==> config.mk <==
export PLATFORM = sky130hd
export DESIGN_NAME = ctl_port
export DESIGN_NICKNAME = d
export VERILOG_FILES = /design/src/rtl/ctlp_pkg.sv /design/src/rtl/ctlp_sync.sv /design/src/rtl/ctlp_shifter.sv /design/src/rtl/ctlp_init_fsm.sv /design/src/rtl/ctlp_cfg_regs.sv /design/src/rtl/ctl_port.sv
export SDC_FILE = /design/constraint.sdc
export NUM_CORES = 1
export LEC_CHECK = 0
export BUFFER_PORTS_ARGS = -buffer_cell sky130_fd_sc_hd__buf_2
export CORE_ASPECT_RATIO = 1.5
export CORE_MARGIN = 4
export CORE_UTILIZATION = 59
export CTS_BUF_LIST = sky130_fd_sc_hd__clkbuf_8
export DETAILED_ROUTE_END_ITERATION = 8
export PLACE_DENSITY = 0.83
export SYNTH_ARGS = -nofsm -noshare
export SYNTH_HDL_FRONTEND = slang
export SYNTH_SLANG_ARGS = --single-unit
==> constraint.sdc <==
create_clock -name clk -period 2.3 [get_ports clk]
set_clock_uncertainty 0.05 [all_clocks]
set_input_delay 0.46 -clock clk [delete_from_list [all_inputs] [get_ports clk]]
set_output_delay 0.46 -clock clk [all_outputs]
set_load 0.02 [all_outputs]
==> src/rtl/ctlp_pkg.sv <==
package ctlp_pkg;

    localparam int FIELD_W    = 8;
    localparam int NFIELDS    = 4;
    localparam int FRAME_BITS = FIELD_W * NFIELDS;
    localparam int CNT_W      = $clog2(FRAME_BITS + 2);

    typedef struct packed {
        logic [FIELD_W-1:0] l_att;
        logic [FIELD_W-1:0] r_att;
        logic [FIELD_W-1:0] l_gain;
        logic [FIELD_W-1:0] r_gain;
    } ctl_cfg_t;

    typedef enum logic {
        INIT_AWAIT = 1'b0,
        INIT_READY = 1'b1
    } init_st_t;

    typedef struct packed {
        logic                  done;
        logic                  ok;
        logic [FRAME_BITS-1:0] data;
    } frame_t;

    function automatic ctl_cfg_t word_to_cfg(input logic [FRAME_BITS-1:0] w);
        ctl_cfg_t c;
        c.l_att  = w[4*FIELD_W-1:3*FIELD_W];
        c.r_att  = w[3*FIELD_W-1:2*FIELD_W];
        c.l_gain = w[2*FIELD_W-1:FIELD_W];
        c.r_gain = w[FIELD_W-1:0];
        return c;
    endfunction

    function automatic logic [CNT_W-1:0] cnt_step(input logic [CNT_W-1:0] c);
        logic [CNT_W-1:0] lim;
        lim = CNT_W'(FRAME_BITS + 1);
        return (c < lim) ? c + 1'b1 : c;
    endfunction

endpackage

==> src/rtl/ctlp_sync.sv <==
module ctlp_sync #(
    parameter int              NSIG    = 3,
    parameter int              STAGES  = 2,
    parameter logic [NSIG-1:0] RST_VAL = '0
) (
    input  logic            clk,
    input  logic            rst,
    input  logic [NSIG-1:0] async_i,
    output logic [NSIG-1:0] sync_o,
    output logic [NSIG-1:0] prev_o
);

    localparam int CHAIN = STAGES + 1;

    for (genvar s = 0; s < NSIG; s++) begin : g_sig
        logic [CHAIN-1:0] chain_q;
        always_ff @(posedge clk) begin
            if (rst) chain_q <= {CHAIN{RST_VAL[s]}};
            else     chain_q <= {chain_q[CHAIN-2:0], async_i[s]};
        end
        assign sync_o[s] = chain_q[STAGES-1];
        assign prev_o[s] = chain_q[STAGES];
    end

endmodule

==> src/rtl/ctlp_shifter.sv <==
module ctlp_shifter
    import ctlp_pkg::*;
#(
    parameter int NBITS = FRAME_BITS
) (
    input  logic             clk,
    input  logic             rst,
    input  logic             sck_s,
    input  logic             sck_d,
    input  logic             csn_s,
    input  logic             csn_d,
    input  logic             sdi_s,
    input  logic [NBITS-1:0] status_i,
    output logic             sdo_o,
    output frame_t           frame_o
);

    logic             sel_fall, sel_rise, sck_rise;
    logic [CNT_W-1:0] cnt_q;
    logic [NBITS-1:0] in_sr_q, out_sr_q;
    frame_t           frame_q;

    assign sel_fall = csn_d & ~csn_s;
    assign sel_rise = ~csn_d & csn_s;
    assign sck_rise = ~sck_d & sck_s & ~csn_s;

    always_ff @(posedge clk) begin
        if (rst) begin
            cnt_q    <= '0;
            in_sr_q  <= '0;
            out_sr_q <= '0;
        end else if (sel_fall) begin
            cnt_q    <= '0;
            out_sr_q <= status_i;
        end else if (sck_rise) begin
            cnt_q    <= cnt_step(cnt_q);
            in_sr_q  <= {in_sr_q[NBITS-2:0], sdi_s};
            out_sr_q <= {out_sr_q[NBITS-2:0], 1'b0};
        end
    end

    always_ff @(posedge clk) begin
        if (rst) begin
            frame_q <= '0;
        end else begin
            frame_q.done <= sel_rise;
            frame_q.ok   <= sel_rise && (cnt_q == CNT_W'(NBITS));
            frame_q.data <= in_sr_q;
        end
    end

    assign sdo_o   = ~csn_s & out_sr_q[NBITS-1];
    assign frame_o = frame_q;


    sdo_hold_chk: assert property (@(posedge clk) disable iff (rst)
        (!csn_s && $past(!csn_s && !csn_d && !sck_rise)) |-> $stable(sdo_o));


    ok_needs_done_chk: assert property (@(posedge clk) disable iff (rst)
        frame_q.ok |-> frame_q.done);

endmodule

==> src/rtl/ctlp_init_fsm.sv <==
module ctlp_init_fsm
    import ctlp_pkg::*;
(
    input  logic   clk,
    input  logic   rst,
    input  logic   pdn_i,
    input  frame_t frame_i,
    output logic   load_o,
    output logic   init_done_o
);

    init_st_t st_q, st_d;
    logic     accept;

    assign accept = frame_i.done & frame_i.ok & ~pdn_i;

    always_comb begin
        st_d = st_q;
        if (pdn_i) begin
            st_d = INIT_AWAIT;
        end else if (accept && st_q == INIT_AWAIT) begin
            st_d = INIT_READY;
        end
    end

    always_ff @(posedge clk) begin
        if (rst) st_q <= INIT_AWAIT;
        else     st_q <= st_d;
    end

    assign load_o      = accept && (st_q == INIT_READY);
    assign init_done_o = (st_q == INIT_READY);


    rise_after_frame_chk: assert property (@(posedge clk) disable iff (rst)
        $rose(init_done_o) |-> $past(frame_i.done && frame_i.ok));


    pdn_clears_chk: assert property (@(posedge clk) disable iff (rst)
        pdn_i |=> !init_done_o);

endmodule

==> src/rtl/ctlp_cfg_regs.sv <==
module ctlp_cfg_regs
    import ctlp_pkg::*;
#(
    parameter int NBITS = FRAME_BITS
) (
    input  logic             clk,
    input  logic             rst,
    input  logic             load_i,
    input  logic [NBITS-1:0] word_i,
    output ctl_cfg_t         cfg_o
);

    ctl_cfg_t cfg_q;

    always_ff @(posedge clk) begin
        if (rst)         cfg_q <= '0;
        else if (load_i) cfg_q <= word_to_cfg(word_i);
    end

    assign cfg_o = cfg_q;


    cfg_only_on_load_chk: assert property (@(posedge clk) disable iff (rst)
        !$stable(cfg_q) |-> $past(load_i));


    cfg_reset_chk: assert property (@(posedge clk)
        rst |=> (cfg_q == '0));

endmodule

==> src/rtl/ctl_port.sv <==
module ctl_port
    import ctlp_pkg::*;
#(
    parameter int SYNC_STAGES = 2
) (
    input  logic                  clk,
    input  logic                  rst,
    input  logic                  pdn_i,
    input  logic                  sck_i,
    input  logic                  csn_i,
    input  logic                  sdi_i,
    output logic                  sdo_o,
    input  logic [FRAME_BITS-1:0] status_i,
    output logic                  init_done_o,
    output logic [FIELD_W-1:0]    l_att_o,
    output logic [FIELD_W-1:0]    r_att_o,
    output logic [FIELD_W-1:0]    l_gain_o,
    output logic [FIELD_W-1:0]    r_gain_o
);

    localparam int           NSIG    = 3;
    localparam logic [2:0]   SYNC_RV = 3'b010;

    logic [NSIG-1:0] sync_w, prev_w;
    frame_t          frame_w;
    logic            load_w;
    ctl_cfg_t        cfg_w;

    ctlp_sync #(
        .NSIG    (NSIG),
        .STAGES  (SYNC_STAGES),
        .RST_VAL (SYNC_RV)
    ) u_sync (
        .clk     (clk),
        .rst     (rst),
        .async_i ({sck_i, csn_i, sdi_i}),
        .sync_o  (sync_w),
        .prev_o  (prev_w)
    );

    ctlp_shifter #(
        .NBITS (FRAME_BITS)
    ) u_shift (
        .clk      (clk),
        .rst      (rst),
        .sck_s    (sync_w[2]),
        .sck_d    (prev_w[2]),
        .csn_s    (sync_w[1]),
        .csn_d    (prev_w[1]),
        .sdi_s    (sync_w[0]),
        .status_i (status_i),
        .sdo_o    (sdo_o),
        .frame_o  (frame_w)
    );

    ctlp_init_fsm u_init (
        .clk         (clk),
        .rst         (rst),
        .pdn_i       (pdn_i),
        .frame_i     (frame_w),
        .load_o      (load_w),
        .init_done_o (init_done_o)
    );

    ctlp_cfg_regs #(
        .NBITS (FRAME_BITS)
    ) u_cfg (
        .clk    (clk),
        .rst    (rst),
        .load_i (load_w),
        .word_i (frame_w.data),
        .cfg_o  (cfg_w)
    );

    assign l_att_o  = cfg_w.l_att;
    assign r_att_o  = cfg_w.r_att;
    assign l_gain_o = cfg_w.l_gain;
    assign r_gain_o = cfg_w.r_gain;


    load_when_ready_chk: assert property (@(posedge clk) disable iff (rst)
        load_w |-> init_done_o);


    idle_sdo_chk: assert property (@(posedge clk)
        rst |=> (!init_done_o && !sdo_o));

endmodule

## Word-level counts from Yosys, hierarchy flattened

Index checks and enable logic that the tools add are counted.

- Register bits after elaboration: 145
- Bits in latches: 0
- RAM bits: 0
- Memory bits (read-only): 0
- Memories: 0

- $add $sub $neg: 1
- Multiply operators: 0
- Div/mod/pow operators: 0
- Magnitude comparators: 1
- Eq/ne operators: 1
- Shift-type cells: 0
- Muxes and demuxes: 2
- Bitwise logic cells: 13
- Reduce and logical (&&, ||, !) cells: 8

Operator list:

| kind | number |
|---|---|
| $mux 32 | 2 |
| $and 1x1->1 | 7 |
| $add 6x1->6 const B | 1 |
| $eq 6x6->1 const B | 1 |
| $lt 6x6->1 const B | 1 |
| $not 1->1 | 6 |
| $reduce_and 2->1 | 2 |
| $reduce_or 2->1 | 2 |
| $logic_and 1x1->1 | 3 |
| $reduce_bool 2->1 | 1 |

## Depth between registers and ports, before layout

Gate-level depths: netlist of the first run.

- Word-level depth: 5
- Mapped depth: 7

## Cells and area by module

From an unflattened synthesis of the first run, not the netlist that was laid out.

- Cells, all modules: 549
- Area total of the unflattened synthesis: 5273.8 um^2

By module, submodules not included:

| module | times used | cells an instance | area an instance (um^2) | seq. area each (um^2) |
|---|---|---|---|---|
| ctlp_shifter | 1 | 418 | 3788.6 | 2082.0 |
| ctlp_cfg_regs | 1 | 103 | 1163.6 | 640.6 |
| ctlp_sync | 1 | 24 | 281.5 | 180.2 |
| ctlp_init_fsm | 1 | 4 | 40.0 | 20.0 |

## Worst setup path before layout of the first run

OpenSTA, ideal clock, no wires.

- Path kind: register to register
- Start: reg u_shift.cnt_q[0]
- End: reg u_shift.cnt_q[1]
- Data arrival time: 1.556 ns
- Data required time: 2.129 ns
- Slack: 0.573 ns
- Stages on the path, launching flop included: 7
- Buffers on the path: 0
- Cells stage by stage: dfxtp_1 > inv_1 > ha_1 > or4b_4 > a211oi_4 > mux2i_1 > nor2_2

- Word-level cells in the longest chain between the ends: 2

Ends and longest elaborated chain:

| item | RTL line | text |
|---|---|---|
| from (decl) | ctlp_shifter.sv:19 | `logic [CNT_W-1:0] cnt_q;` |
| from (signal assigned) | ctlp_shifter.sv:36 | `cnt_q <= cnt_step(cnt_q);` |
| $lt 6x6->1 | ctlp_pkg.sv:38 | `return (c < lim) ? c + 1'b1 : c;` |
| $reduce_and 2->1 (no source line) | -- |  |

Several ways; a longest one is shown, not always the timed one.
A chain may end at the register's enable or synchronous reset.

## Worst setup path after layout of the first run

- Start: reg u_sync.g_sig[1].chain_q[1]
- End: out sdo_o

- Word-level cells in the longest chain between the ends: 2

Ends and longest elaborated chain:

| item | RTL line | text |
|---|---|---|
| from (decl) | ctlp_sync.sv:16 | `logic [CHAIN-1:0] chain_q;` |
| from (signal assigned) | ctlp_sync.sv:18 | `if (rst) chain_q <= {CHAIN{RST_VAL[s]}};` |
| from (signal assigned) | ctlp_sync.sv:19 | `else chain_q <= {chain_q[CHAIN-2:0], async_i[s]};` |
| $not 1->1 | ctlp_shifter.sv:52 | `assign sdo_o = ~csn_s & out_sr_q[NBITS-1];` |
| $and 1x1->1 | ctlp_shifter.sv:52 |  |
| to (decl) | ctl_port.sv:12 | `output logic sdo_o,` |

Every way passes these cells.

==> impl_summary.md, run 1 <==
Status
The run finished with clean final reports.

Floorplan
The initial standard-cell utilization of the core is 60.72%. The area of the core is 8413 um2. After floorplanning, the core was divided into approximately 40 placement rows. Pin placement for this block handled 72 I/O pins. The die covers 10,240 um2.

The die is 83.98 um wide. The floorplan step set the die height to 122.0 um.

Clocking
Buffers added to address setup during post-CTS repair amount to 0. The clock transition at the registers of the reported paths is 0.07 ns. Post-CTS repair changed the size of 0 cells. In this run the clock root is driven by a clkbuf_8. The number of CTS-inserted buffers is 17. TritonCTS built the clock tree. In this run, post-CTS hold repair placed 0 buffers.

In this run the deepest clock path goes through 2 buffers. The clock sink total is 145. The clock reaches the later pin of the worst-skew pair after 0.43 ns. CTS built an H-tree with a depth of 4.

STA
The count of endpoints failing setup in the final report is 0. Setup repair after global routing left no endpoint under its margin. At the pin with the least slew margin, the transition time is about 0.82 ns. The post-route fraction of the period consumed by the critical path is 90.61%. Based on the critical path, the design can be clocked at up to between 0.4 and 0.5 GHz. The worst pin sits at a relative slew slack of about 45%.

The final-report hold violation count is 0. The setup TNS after final layout is 0 ns. The post-route minimum period is approximately 2.1 ns. The max-slew violation total from the final report is 0.

The final hold slack is 0.1607 ns.

Drt
In the final routing, the length of wire on met1 measures a little under 4000 um. After detailed routing, the number of remaining DRC violations is 0. The via count of the routed design is around 4,000. The met3 layer wire length in the routed design is 582 um. The pre-antenna-repair detailed-routing pass consisted of 4 iterations. Dividing the detail-routed wire length by the instance count gives 13.61 um. The top routing layer in use is met4. The number of nets with antenna violations after detailed routing is 0. The average vias per placed instance is 5.372. The DRC marker count from the first detailed-route iteration is roughly 280. Summed over all layers, the routed wires come to 9989 um.

The met2 wirelength from detailed routing is 5270 um.

Synth
Synthesis produced a netlist with a net count of between 500 and 600. The distinct cell type count of the synthesized netlist is 43. Sorting the synthesized cells by area gives the leading types as dfxtp_1 57%, nand2_1 9.8%, a21oi_1 6.6%.

The fraction of synthesis flops using an asynchronous set or reset pin is 0%. The post-synthesis register bit count is 145. The gate count of the mapped netlist is 555. The synthesized design spends more area on one cell type than any other, namely dfxtp_1. After synthesis the cells add up to 5109 um2. A synthesized cell averages just over 9 um2.

The number of enable-type register cells in the synthesized netlist is 0. In the synthesized netlist the dominant register cell turns out to be dfxtp_1. Of the synthesized area, sequential elements account for 56.82%.

Summed over its instances, the top area cell type makes up 56.82% of the synthesized netlist area. Yosys printed 0 warnings.

Min path
The worst hold path belongs to the class input pin to flip-flop.

Power
The logic gate share of total power is 3.6%. The switching power is 983.7 uW. The clock network is responsible for 41.8% of the overall power. Of the total power, the share spent switching nets is 21.07%. The sequential fraction of design power is 54.6%. The analysis attributes to cell leakage a power of between 2 and 2.5 nW. Cell internal power was estimated by the tool at 3.686 mW. Dividing total power by cell area gives a power density of roughly 790 nW/um2. VDD sags by at most 545.6 uV.

Worst setup path
Traced cell by cell, the critical path runs through buf_4 -> nor2b_1 -> buf_2. The library cell contributing the largest single delay on the critical path is dfxtp_1. For the worst setup path, the data required time is around 1.8 ns.

The cell family contributing the most delay on the critical path is flip-flops. The buffering stage count on the worst path with inverters included is 2. The category of the critical setup timing path is flip-flop to output port. STA classifies the critical path endpoint as an output port. The arrival time of data at the critical path endpoint is 1.57 ns. The largest stage delay on the critical path is approximately 0.63 ns. The worst setup path is launched from a flip-flop. The top fanout value on the critical path is 13.

Run
The number of violations of the max-capacitance limit is 0.

Global route
Across every metal layer, demand over resource in global routing totals 20.71%. Entering global routing, the biggest net connects 117 pins. The final global-route overflow total is 0. The global-route wire length before repair is 16,990 um.

The number of global-route vias before repair came to approximately 3,800. The initial antenna violation count is 0.

Layout
The post-route core utilization is a little over two thirds. The final layout net count is roughly 660. The growth of design area from synthesis to finish is 16.12%. The total inserted antenna cells is 0.

Summing all non-filler instances in the final layout gives an area of 5932 um2. The share of cells above drive strength 1 is 19.30%.

Place
The number of buffers added on ports is 71. The final estimated routing congestion in global placement is 0.7755. The half-perimeter wire length after placement is around 6500 um. After detailed placement, the total cell area comes to 5537 um2.
## layout make-up
cell class | count | area, um2
clock buffer | 18 | 247.7
multi-input combinational | 364 | 2028
inverter | 5 | 18.77
clock inverter | 13 | 147.6
sequential | 145 | 2903
timing repair buffer | 82 | 452.9
tap | 107 | 133.9
fill | 672 | 2481
## metal layers
| layer | track usage (%) | vias up |
|---|---|---|
| met2 | 37.25 | 109 |
| met3 | 7.781 | 15 |
| li1 | - | 1980 |
| met5 | 0 | - |
| met4 | 8.048 | 0 |
| met1 | 21.83 | 1839 |
## stage by stage
step | worst slack (ns) | cells | power (mW)
finish | 0.2159 | 734 | 4.670
global route | 0.1189 | 734 | 4.852
CTS | 0.1820 | 734 | 4.716
detailed placement | 0.4146 | 703 | 2.772
global placement | 0.4764 | 703 | 2.767
floorplan | 0.5734 | 555 | 2.712
## cell usage after synthesis, types with 2 or more instances
| master | n |
|---|---|
| a22o_1 | 7 |
| a21oi_1 | 67 |
| nand2_1 | 134 |
| buf_1 | 2 |
| nor2b_1 | 40 |
| a32oi_1 | 2 |
| a32o_1 | 9 |
| nor3_2 | 2 |
| nor3_1 | 2 |
| or2_1 | 2 |
| and2_1 | 12 |
| xnor2_1 | 2 |
| a31o_1 | 6 |
| a31oi_1 | 12 |
| nand4b_1 | 2 |
| inv_1 | 3 |
| nor3b_1 | 2 |
| nor2_2 | 3 |
| buf_2 | 9 |
| nor2_1 | 17 |
| or2_2 | 2 |
| clkbuf_1 | 30 |
| dfxtp_1 | 145 |
| ha_1 | 3 |
| a21o_1 | 11 |
| a2bb2oi_1 | 12 |
## cells by family after synthesis
kind of cell	count (synthesis)	synth area share, %
muxes	1	0.1959
AOI/OAI and AO/OA	132	17.34
and+or+nand+nor	225	20.79
xor gates and xnor gates	3	0.5144
adders and majority gates	3	0.7348
buffers and inverters	46	3.600
DFF	145	56.82
## flip-flops by register name, summed over array words and instances, names as in the netlist
register and flops:
u_shift.frame_o 34, u_init.init_done_o 1, u_cfg.cfg_o 32, u_sync.g_sig.chain_q 8, u_shift.in_sr_q 32, u_shift.out_sr_q 32
u_shift.cnt_q 6
## placed cells by master (no fill, tap or decap), types with 6 or more instances in the layout
master	count
clkbuf_8	18
and2_1	12
dfxtp_1	145
a21o_1	11
inv_1	6
a2bb2oi_1	12
buf_4	11
nand2_1	134
nor2_1	17
a21oi_1	67
nor2b_1	40
a32o_1	9
a31oi_1	12
a22o_1	7
a31o_1	6
buf_2	70
## power by group through the flow
stage | clock network (mW) | logic, mW | registers [mW]
2_1_floorplan | 0 | 0.111 | 2.60
3_3_place_gp | 0 | 0.160 | 2.61
3_5_place_dp | 0 | 0.164 | 2.61
4_1_cts | 2.00 | 0.166 | 2.55
5_1_grt | 2.12 | 0.183 | 2.55
6_report | 1.95 | 0.166 | 2.55
## final timing paths
path | cells past startpoint | start | endpoint | slack (ns)
max | 3 | u_sync.g_sig[1].chain_q[1]$_SDFF_PP1_ | sdo_o | 0.22
min | 2 | pdn_i | u_init.init_done_o$_SDFFE_PP0P_ | 0.16
max reg2reg | 4 | u_sync.g_sig[2].chain_q[2]$_SDFF_PP0_ | u_shift.out_sr_q[20]$_SDFFE_PP0P_ | 0.41
min reg2reg | 1 | u_sync.g_sig[1].chain_q[0]$_SDFF_PP1_ | u_sync.g_sig[1].chain_q[1]$_SDFF_PP1_ | 0.39
Power figures use the tool's default switching activity.
==> run 2: changes to the inputs <==
Settings changed: CORE_UTILIZATION 59 to 45, PLACE_DENSITY 0.83 to 0.66.
==> run 2 against run 1 <==
Against the previous run: core utilization is 17 points lower; non-clock buffer count is 3 higher; global-route usage is 4.7 points lower; sequential power hardly changed; maximum frequency is 6.4% higher; wire length is 1.1% lower; clock power is 8% lower; critical path type unchanged; critical endpoint unchanged.
==> impl_summary.md, run 2 (synthesis gave the netlist of run 1 again) <==
Floorplan
The area of the core came to 11,060 um2 (was 8413 um2). The initial standard-cell utilization of the core is 46.21% (was 60.72%). The number of placement rows came to 47 (was 41).

The boundary pin count is 72 (unchanged). The x dimension of the die is 95.00 um (was 83.98 um). The die extent in y came to 138.5 um (was 122.0 um). The die area is 13,160 um2 (was 10,240 um2).

Worst setup path
The arrival time of data at the critical path endpoint is 1.45 ns (was 1.57 ns). The type of element launching the critical path is a flip-flop (unchanged). The required time of the critical path came to 1.79 ns (about the same).

Cells traversed along the worst timing path: buf_4 -> nor2b_1 -> buf_2 (unchanged). The category of the worst setup path capture point is an output port (unchanged). The largest stage delay on the critical path was 0.47 ns (was 0.63 ns).

The category of the critical setup timing path is flip-flop to output port (unchanged). The library cell contributing the largest single delay on the critical path is dfxtp_1 (unchanged). The depth of the worst register-to-register path is 4 (unchanged). The top fanout value on the critical path is 18 (was 13).

Layout
The growth of design area from synthesis to finish was 16.61% (was 16.12%). Top library cells by usage in the layout, fill and taps aside: 145 x dfxtp_1, 134 x nand2_1, 70 x buf_2 (unchanged). The most frequent standard cell in the layout excluding fill and tap cells is dfxtp_1 (unchanged).

The filler cell count came to 1,088 (was 672). The share of cells above drive strength 1 is 20.00% (was 19.30%). The final layout net count was 659 (was 656). The total inserted antenna cells is 0 (unchanged). The number of flip-flops under the largest register name is 34 (unchanged). The final design area excluding fillers is 5957 um2 (was 5932 um2).

STA
The post-route minimum period was 1.959 ns (was 2.084 ns). RSZ-0062 raised after global routing: false (unchanged). The final-report hold violation count came to 0 (unchanged). The remaining max-slew budget at the tightest pin was 54.23% (was 45.37%). The achievable frequency is 0.5105 GHz (was 0.4798 GHz).

The post-route fraction of the period consumed by the critical path was 85.16% (was 90.61%). The setup TNS after final layout was 0 ns (unchanged). The count of endpoints failing setup in the final report came to 0 (unchanged). The slew of the pin with the lowest slew margin was 0.6866 ns (was 0.8164 ns).

The max-slew violation total from the final report came to 0 (unchanged).

Clocking
The H-tree depth is 4 (unchanged). The count of cells resized by post-cts repair was 0 (unchanged). The setup fix buffers added after clock tree synthesis was 0 (unchanged). The clock sink total is 145 (unchanged). The CTS tree is yes (unchanged).

The number of buffers inserted for hold repair after clock tree synthesis is 0 (unchanged). The buffer cell driving the clock tree root is clkbuf_8 (unchanged). The source-to-sink clock delay at the later pin of the worst-skew pair is 0.43 ns (about the same). The clock transition at the registers of the reported paths is 0.08 ns (was 0.07 ns). The maximum clock path buffer count came to 2 (unchanged). The number of CTS-inserted buffers is 17 (unchanged).

Global route
The final global-route overflow total was 0 (unchanged). The global-route wire length before repair is 16,970 um (was 16,990 um). The total global-route track usage was 16.05% (was 20.71%). The number of global-route vias before repair came to 3,685 (was 3,845). The initial antenna violation count is 0 (unchanged).

The pin count of the biggest net entering global routing is 44 (was 117).

Min path
The class of the worst hold path was input pin to flip-flop (unchanged). The count of cells along the worst hold path is 2 (unchanged).

Drt
The number of nets with antenna violations after detailed routing is 0 (unchanged). The final wirelength was 9883 um (was 9989 um). The DRC marker count from the first detailed-route iteration is 126 (was 282). The via count of the routed design is 3,868 (was 3,943). The routed wire length per instance came to 12.72 um (was 13.61 um). The average vias per placed instance was 4.978 (was 5.372). The detailed-route DRC error count was 0 (unchanged).

The detailed-routing iteration count for the pre-antenna-repair pass was 4 (unchanged).

Power
The static leakage is 2.367 nW (was 2.387 nW). The peak ir drop on the vdd network is 388.5 uV (was 545.6 uV). The areal power density over the cells was 757.8 nW/um2 (was 787.2 nW/um2).

Place
The final estimated routing congestion in global placement is 0.7528 (was 0.7755). The number of buffers added on ports came to 71 (unchanged). The half-perimeter wire length after placement is 6603 um (was 6546 um). The placed standard-cell area is 5597 um2 (was 5537 um2).

Status
Result of the run: finished, final reports clean (unchanged).

Run
The number of violations of the max-capacitance limit is 0 (unchanged).
[run 2: path summary, 6_finish.rpt]
path	from	end	slack [ns]
max	u_sync.g_sig[1].chain_q[1]$_SDFF_PP1_	sdo_o	0.34
min	csn_i	u_sync.g_sig[1].chain_q[0]$_SDFF_PP1_	0.17
max reg2reg	u_sync.g_sig[2].chain_q[2]$_SDFF_PP0_	u_shift.out_sr_q[25]$_SDFFE_PP0P_	0.44
min reg2reg	u_sync.g_sig[1].chain_q[0]$_SDFF_PP1_	u_sync.g_sig[1].chain_q[1]$_SDFF_PP1_	0.37
[run 2: routing by layer]
layer | track usage [%] | wire, um
met5 | 0 | 0
met4 | 5.703 | 127
met3 | 5.217 | 544
met2 | 27.03 | 5009
met1 | 18.85 | 4202
[run 2: cell type report]
cell class	count	area, um2	area share [%]
timing repair buffer	85	462.9	7.771
clock inverter	13	112.6	1.890
tap	147	183.9	3.088
sequential	145	2903	48.73
multi-input combinational	364	2028	34.05
clock buffer	18	247.7	4.159
inverter	5	18.77	0.3151
[run 2: where the power goes]
group / switching (mW) / internal, mW / total [mW] / leakage [nW]
clock network: 0.925 / 0.873 / 1.80 / 0.175
registers: 0.0144 / 2.53 / 2.55 / 1.17
logic: 0.0935 / 0.0749 / 0.168 / 1.02
total: 1.03 / 3.48 / 4.51 / 2.37
[run 2: critical path: cells and delay by family (launching register included)]
family	cells	cell delay, ns
DFF	1	0.47
buffers and inverters	2	0.46
and+or+nand+nor	1	0.08
[run 2: per-stage QoR]
step | worst slack [ns] | power (mW) | cells | util, % | hold slack (ns)
CTS | 0.3011 | 4.575 | 777 | 53.88 | 0.1353
global route | 0.2185 | 4.714 | 777 | 53.88 | 0.1345
finish | 0.3412 | 4.514 | 777 | 53.88 | 0.1657
floorplan | 0.5734 | 2.712 | 555 | - | 0.3395
global placement | 0.4962 | 2.772 | 746 | 50.62 | 0.3478
detailed placement | 0.4296 | 2.776 | 746 | 50.62 | 0.3505
==> run 3: changes to the inputs <==
Settings changed: ABC_AREA set to 1.
==> run 3 against run 2 <==
Against the previous run: area after synthesis grew 3.4%; highest routed layer unchanged; first-iteration DRC count increased by 110%; via count increased by 15%; register-to-register slack better by 0.27 ns; maximum frequency is 20% higher; global-route usage up 0.73 points; sequential share of layout area shrank 1.0 points; sequential power about the same; die area up 3.2%; worst setup slack gained 0.32 ns.
==> impl_summary.md, run 3 <==
Status
Result of the run: finished, final reports clean (unchanged).

Floorplan
The die area is 13,580 um2 (was 13,160 um2). The x dimension of the die is 96.48 um (was 95.00 um). The number of placement rows is 48 (was 47). The die extent in y is 140.7 um (was 138.5 um).

The initial standard-cell utilization of the core came to 45.82% (was 46.21%). The boundary pin count is 72 (unchanged). The area of the core was 11,530 um2 (was 11,060 um2).

Layout
The most frequent standard cell in the layout excluding fill and tap cells is nand2_1 (was dfxtp_1). The post-route core utilization is 52.79% (was 53.88%). The share of cells above drive strength 1 came to 15.60% (was 20.00%). The total inserted antenna cells is 0 (unchanged).

The number of flip-flops under the largest register name came to 34 (unchanged). The growth of design area from synthesis to finish came to 15.20% (was 16.61%). Top library cells by usage in the layout, fill and taps aside: 173 x nand2_1, 172 x nor2_1, 145 x dfxtp_1 (was 145 x dfxtp_1, 134 x nand2_1, 70 x buf_2). The final layout net count is 811 (was 659).

Clocking
The clock sink total was 145 (unchanged). The clock transition at the registers of the reported paths was 0.07 ns (was 0.08 ns). The CTS tree is yes (unchanged). The buffer cell driving the clock tree root is clkbuf_8 (unchanged).

The H-tree depth is 4 (unchanged). The setup fix buffers added after clock tree synthesis was 0 (unchanged). The source-to-sink clock delay at the later pin of the worst-skew pair is 0.43 ns (about the same).

The count of cells resized by post-cts repair was 0 (unchanged). The number of buffers inserted for hold repair after clock tree synthesis is 0 (unchanged). The maximum clock path buffer count is 2 (unchanged). The number of CTS-inserted buffers is 17 (unchanged).

Min path
The sink of the worst hold path is u_sync.g_sig[0].chain_q[0]$_SDFF_PP0_ (was u_sync.g_sig[1].chain_q[0]$_SDFF_PP1_). The beginning of the worst hold path is sdi_i (was csn_i). The class of the worst hold path was input pin to flip-flop (unchanged). The count of cells along the worst hold path is 3 (was 2).

Worst setup path
The launch instance of the worst register-to-register path is u_init.init_done_o$_SDFFE_PP0P_ (was u_sync.g_sig[2].chain_q[2]$_SDFF_PP0_). The category of the critical setup timing path is flip-flop to output port (unchanged). The required time of the critical path was 1.79 ns (about the same). The arrival time of data at the critical path endpoint came to 1.13 ns (was 1.45 ns). The end of the worst register-to-register path is u_cfg.cfg_o[11]$_SDFFE_PP0P_ (was u_shift.out_sr_q[25]$_SDFFE_PP0P_). The type of element launching the critical path is a flip-flop (unchanged). The buffering stage count on the worst path with inverters included is 1 (was 2). The top fanout value on the critical path is 3 (was 18). The category of the worst setup path capture point was an output port (unchanged). The reg-to-reg setup timing slack is 0.71 ns (was 0.44 ns).

The first element of the critical path is u_sync.g_sig[1].chain_q[1]$_SDFF_PP1_ (unchanged). The depth of the worst register-to-register path is 5 (was 4). Cells traversed along the worst timing path: nor2_1 -> buf_2 (was buf_4 -> nor2b_1 -> buf_2).

The cell family with the largest share of critical-path delay is flip-flops (unchanged). The largest stage delay on the critical path came to 0.44 ns (was 0.47 ns). The library cell contributing the largest single delay on the critical path is dfxtp_1 (unchanged).

Run
The number of violations of the max-capacitance limit was 0 (unchanged).

Synth
The most common cell in the netlist is nand2_1 (was dfxtp_1). Largest cells by area after synthesis: dfxtp_1 55%, nand2_1 12%, nor2_1 12% (was dfxtp_1 57%, nand2_1 9.8%, a21oi_1 6.6%). The fraction of synthesis flops using an asynchronous set or reset pin was 0% (unchanged).

Ranking of synthesized cells by instance count: 173 x nand2_1, 172 x nor2_1, 145 x dfxtp_1 (was 145 x dfxtp_1, 134 x nand2_1, 67 x a21oi_1). The distinct cell type count of the synthesized netlist is 23 (was 43). The number of warning messages in the yosys log came to 0 (unchanged).

The gate count of the mapped netlist is 711 (was 555). The post-synthesis register bit count is 145 (unchanged). The number of enable-type register cells in the synthesized netlist is 0 (unchanged). The fraction of the yosys area taken by sequential cells was 54.94% (was 56.82%). The dominant register cell in the synthesized netlist is dfxtp_1 (unchanged). The average size of a mapped cell was 7.432 um2 (was 9.205 um2). The area share of the largest cell type after synthesis is 54.94% (was 56.82%). The synthesized net count is 752 (was 596). The cell area after synthesis came to 5284 um2 (was 5109 um2). The cell taking the most area after synthesis is dfxtp_1 (unchanged).

Power
The peak ir drop on the vdd network was 461.3 uV (was 388.5 uV). The areal power density over the cells came to 744.5 nW/um2 (was 757.8 nW/um2). The static leakage is 2.732 nW (was 2.367 nW).

Drt
The via count of the routed design is 4,445 (was 3,868). The detailed-route DRC error count is 0 (unchanged). The final wirelength came to 10,720 um (was 9883 um). The average vias per placed instance came to 4.769 (was 4.978). The DRC marker count from the first detailed-route iteration is 262 (was 126). The routed wire length per instance is 11.50 um (was 12.72 um).

The detailed-routing iteration count for the pre-antenna-repair pass came to 4 (unchanged). The number of nets with antenna violations after detailed routing is 0 (unchanged).

STA
The count of endpoints failing setup in the final report came to 0 (unchanged). The post-route fraction of the period consumed by the critical path is 71.25% (was 85.16%). The post-route minimum period is 1.639 ns (was 1.959 ns). The max-slew violation total from the final report is 0 (unchanged). The setup TNS after final layout is 0 ns (unchanged). The achievable frequency was 0.6102 GHz (was 0.5105 GHz).

The final-report hold violation count is 0 (unchanged). The remaining max-slew budget at the tightest pin was 32.81% (was 54.23%). RSZ-0062 raised after global routing: false (unchanged). The slew of the pin with the lowest slew margin came to 1.007 ns (was 0.6866 ns).

Global route
The number of global-route vias before repair came to 4,082 (was 3,685). The total global-route track usage was 16.78% (was 16.05%). The final global-route overflow total is 0 (unchanged). The global-route wire length before repair was 18,150 um (was 16,970 um). The initial antenna violation count was 0 (unchanged). The pin count of the biggest net entering global routing is 66 (was 44).

Place
The final estimated routing congestion in global placement is 0.7402 (was 0.7528). The number of buffers added on ports is 71 (unchanged). The half-perimeter wire length after placement was 6917 um (was 6603 um).
==> run 3: logic make-up (layout without fill, tap and decap cells) <==
logic type	count (synthesis)	after routing	share of synthesized area, %
fa+ha+maj	3	3	0.7105
simple gates	364	364	26.88
flops	145	145	54.94
buf+inv	95	166	7.483
compound gates	103	103	9.827
xor+xnor	1	1	0.1658
==> run 3: area by class of cell <==
type / count / area [um2]
fill: 1140 / 5444
sequential: 145 / 2903
multi-input combinational: 471 / 1992
timing repair buffer: 80 / 422.9
clock buffer: 21 / 289.0
inverter: 55 / 206.4
tap: 150 / 187.7
clock inverter: 10 / 86.33
==> run 3: how the worst max path moves through the flow <==
stage               cells past startpoint  slack, ns                           end
global placement                        5       0.62   u_cfg.cfg_o[7]$_SDFFE_PP0P_
detailed placement                      5       0.55  u_cfg.cfg_o[11]$_SDFFE_PP0P_
global route                            5       0.53  u_cfg.cfg_o[25]$_SDFFE_PP0P_
finish                                  2       0.66                         sdo_o
floorplan                               6       0.90   u_cfg.cfg_o[0]$_SDFFE_PP0P_
CTS                                     2       0.62                         sdo_o
==> run 3: per-stage QoR <==
stage          total power [mW]  worst slack (ns)  std cells  instance area, um2  hold slack [ns]
2_1_floorplan             2.689            0.9037        711                5284           0.3383
3_3_place_gp              2.742            0.6194        901                5712           0.3426
3_5_place_dp              2.745            0.5522        901                5712           0.3460
4_1_cts                   4.601            0.6218        932                6087           0.1404
5_1_grt                   4.733            0.5340        932                6087           0.1490
6_report                  4.532            0.6613        932                6087           0.1703
==> run 3: power breakdown <==
group / switching [mW] / internal [mW] / total, mW
combinational: 0.103 / 0.0551 / 0.158
sequential: 0.00636 / 2.52 / 2.53
clock: 0.891 / 0.954 / 1.85
total: 1.00 / 3.53 / 4.53
==> run 3: worst reg2reg max path: cells and delay by family (launching register included) <==
family	cells	cell delay, ns
buf+inv	2	0.83
flops	1	0.32
simple gates	3	0.33
==> run 3: per-layer routing <==
| metal | part of all wire (%) | global-route usage [%] | vias to the layer above |
|---|---|---|---|
| met2 | 49 | 28.24 | 102 |
| met1 | 44 | 19.13 | 2015 |
| met5 | 0 | 0 | - |
| li1 | - | - | 2302 |
| met4 | 2.5 | 7.834 | 0 |
| met3 | 5.3 | 5.019 | 26 |
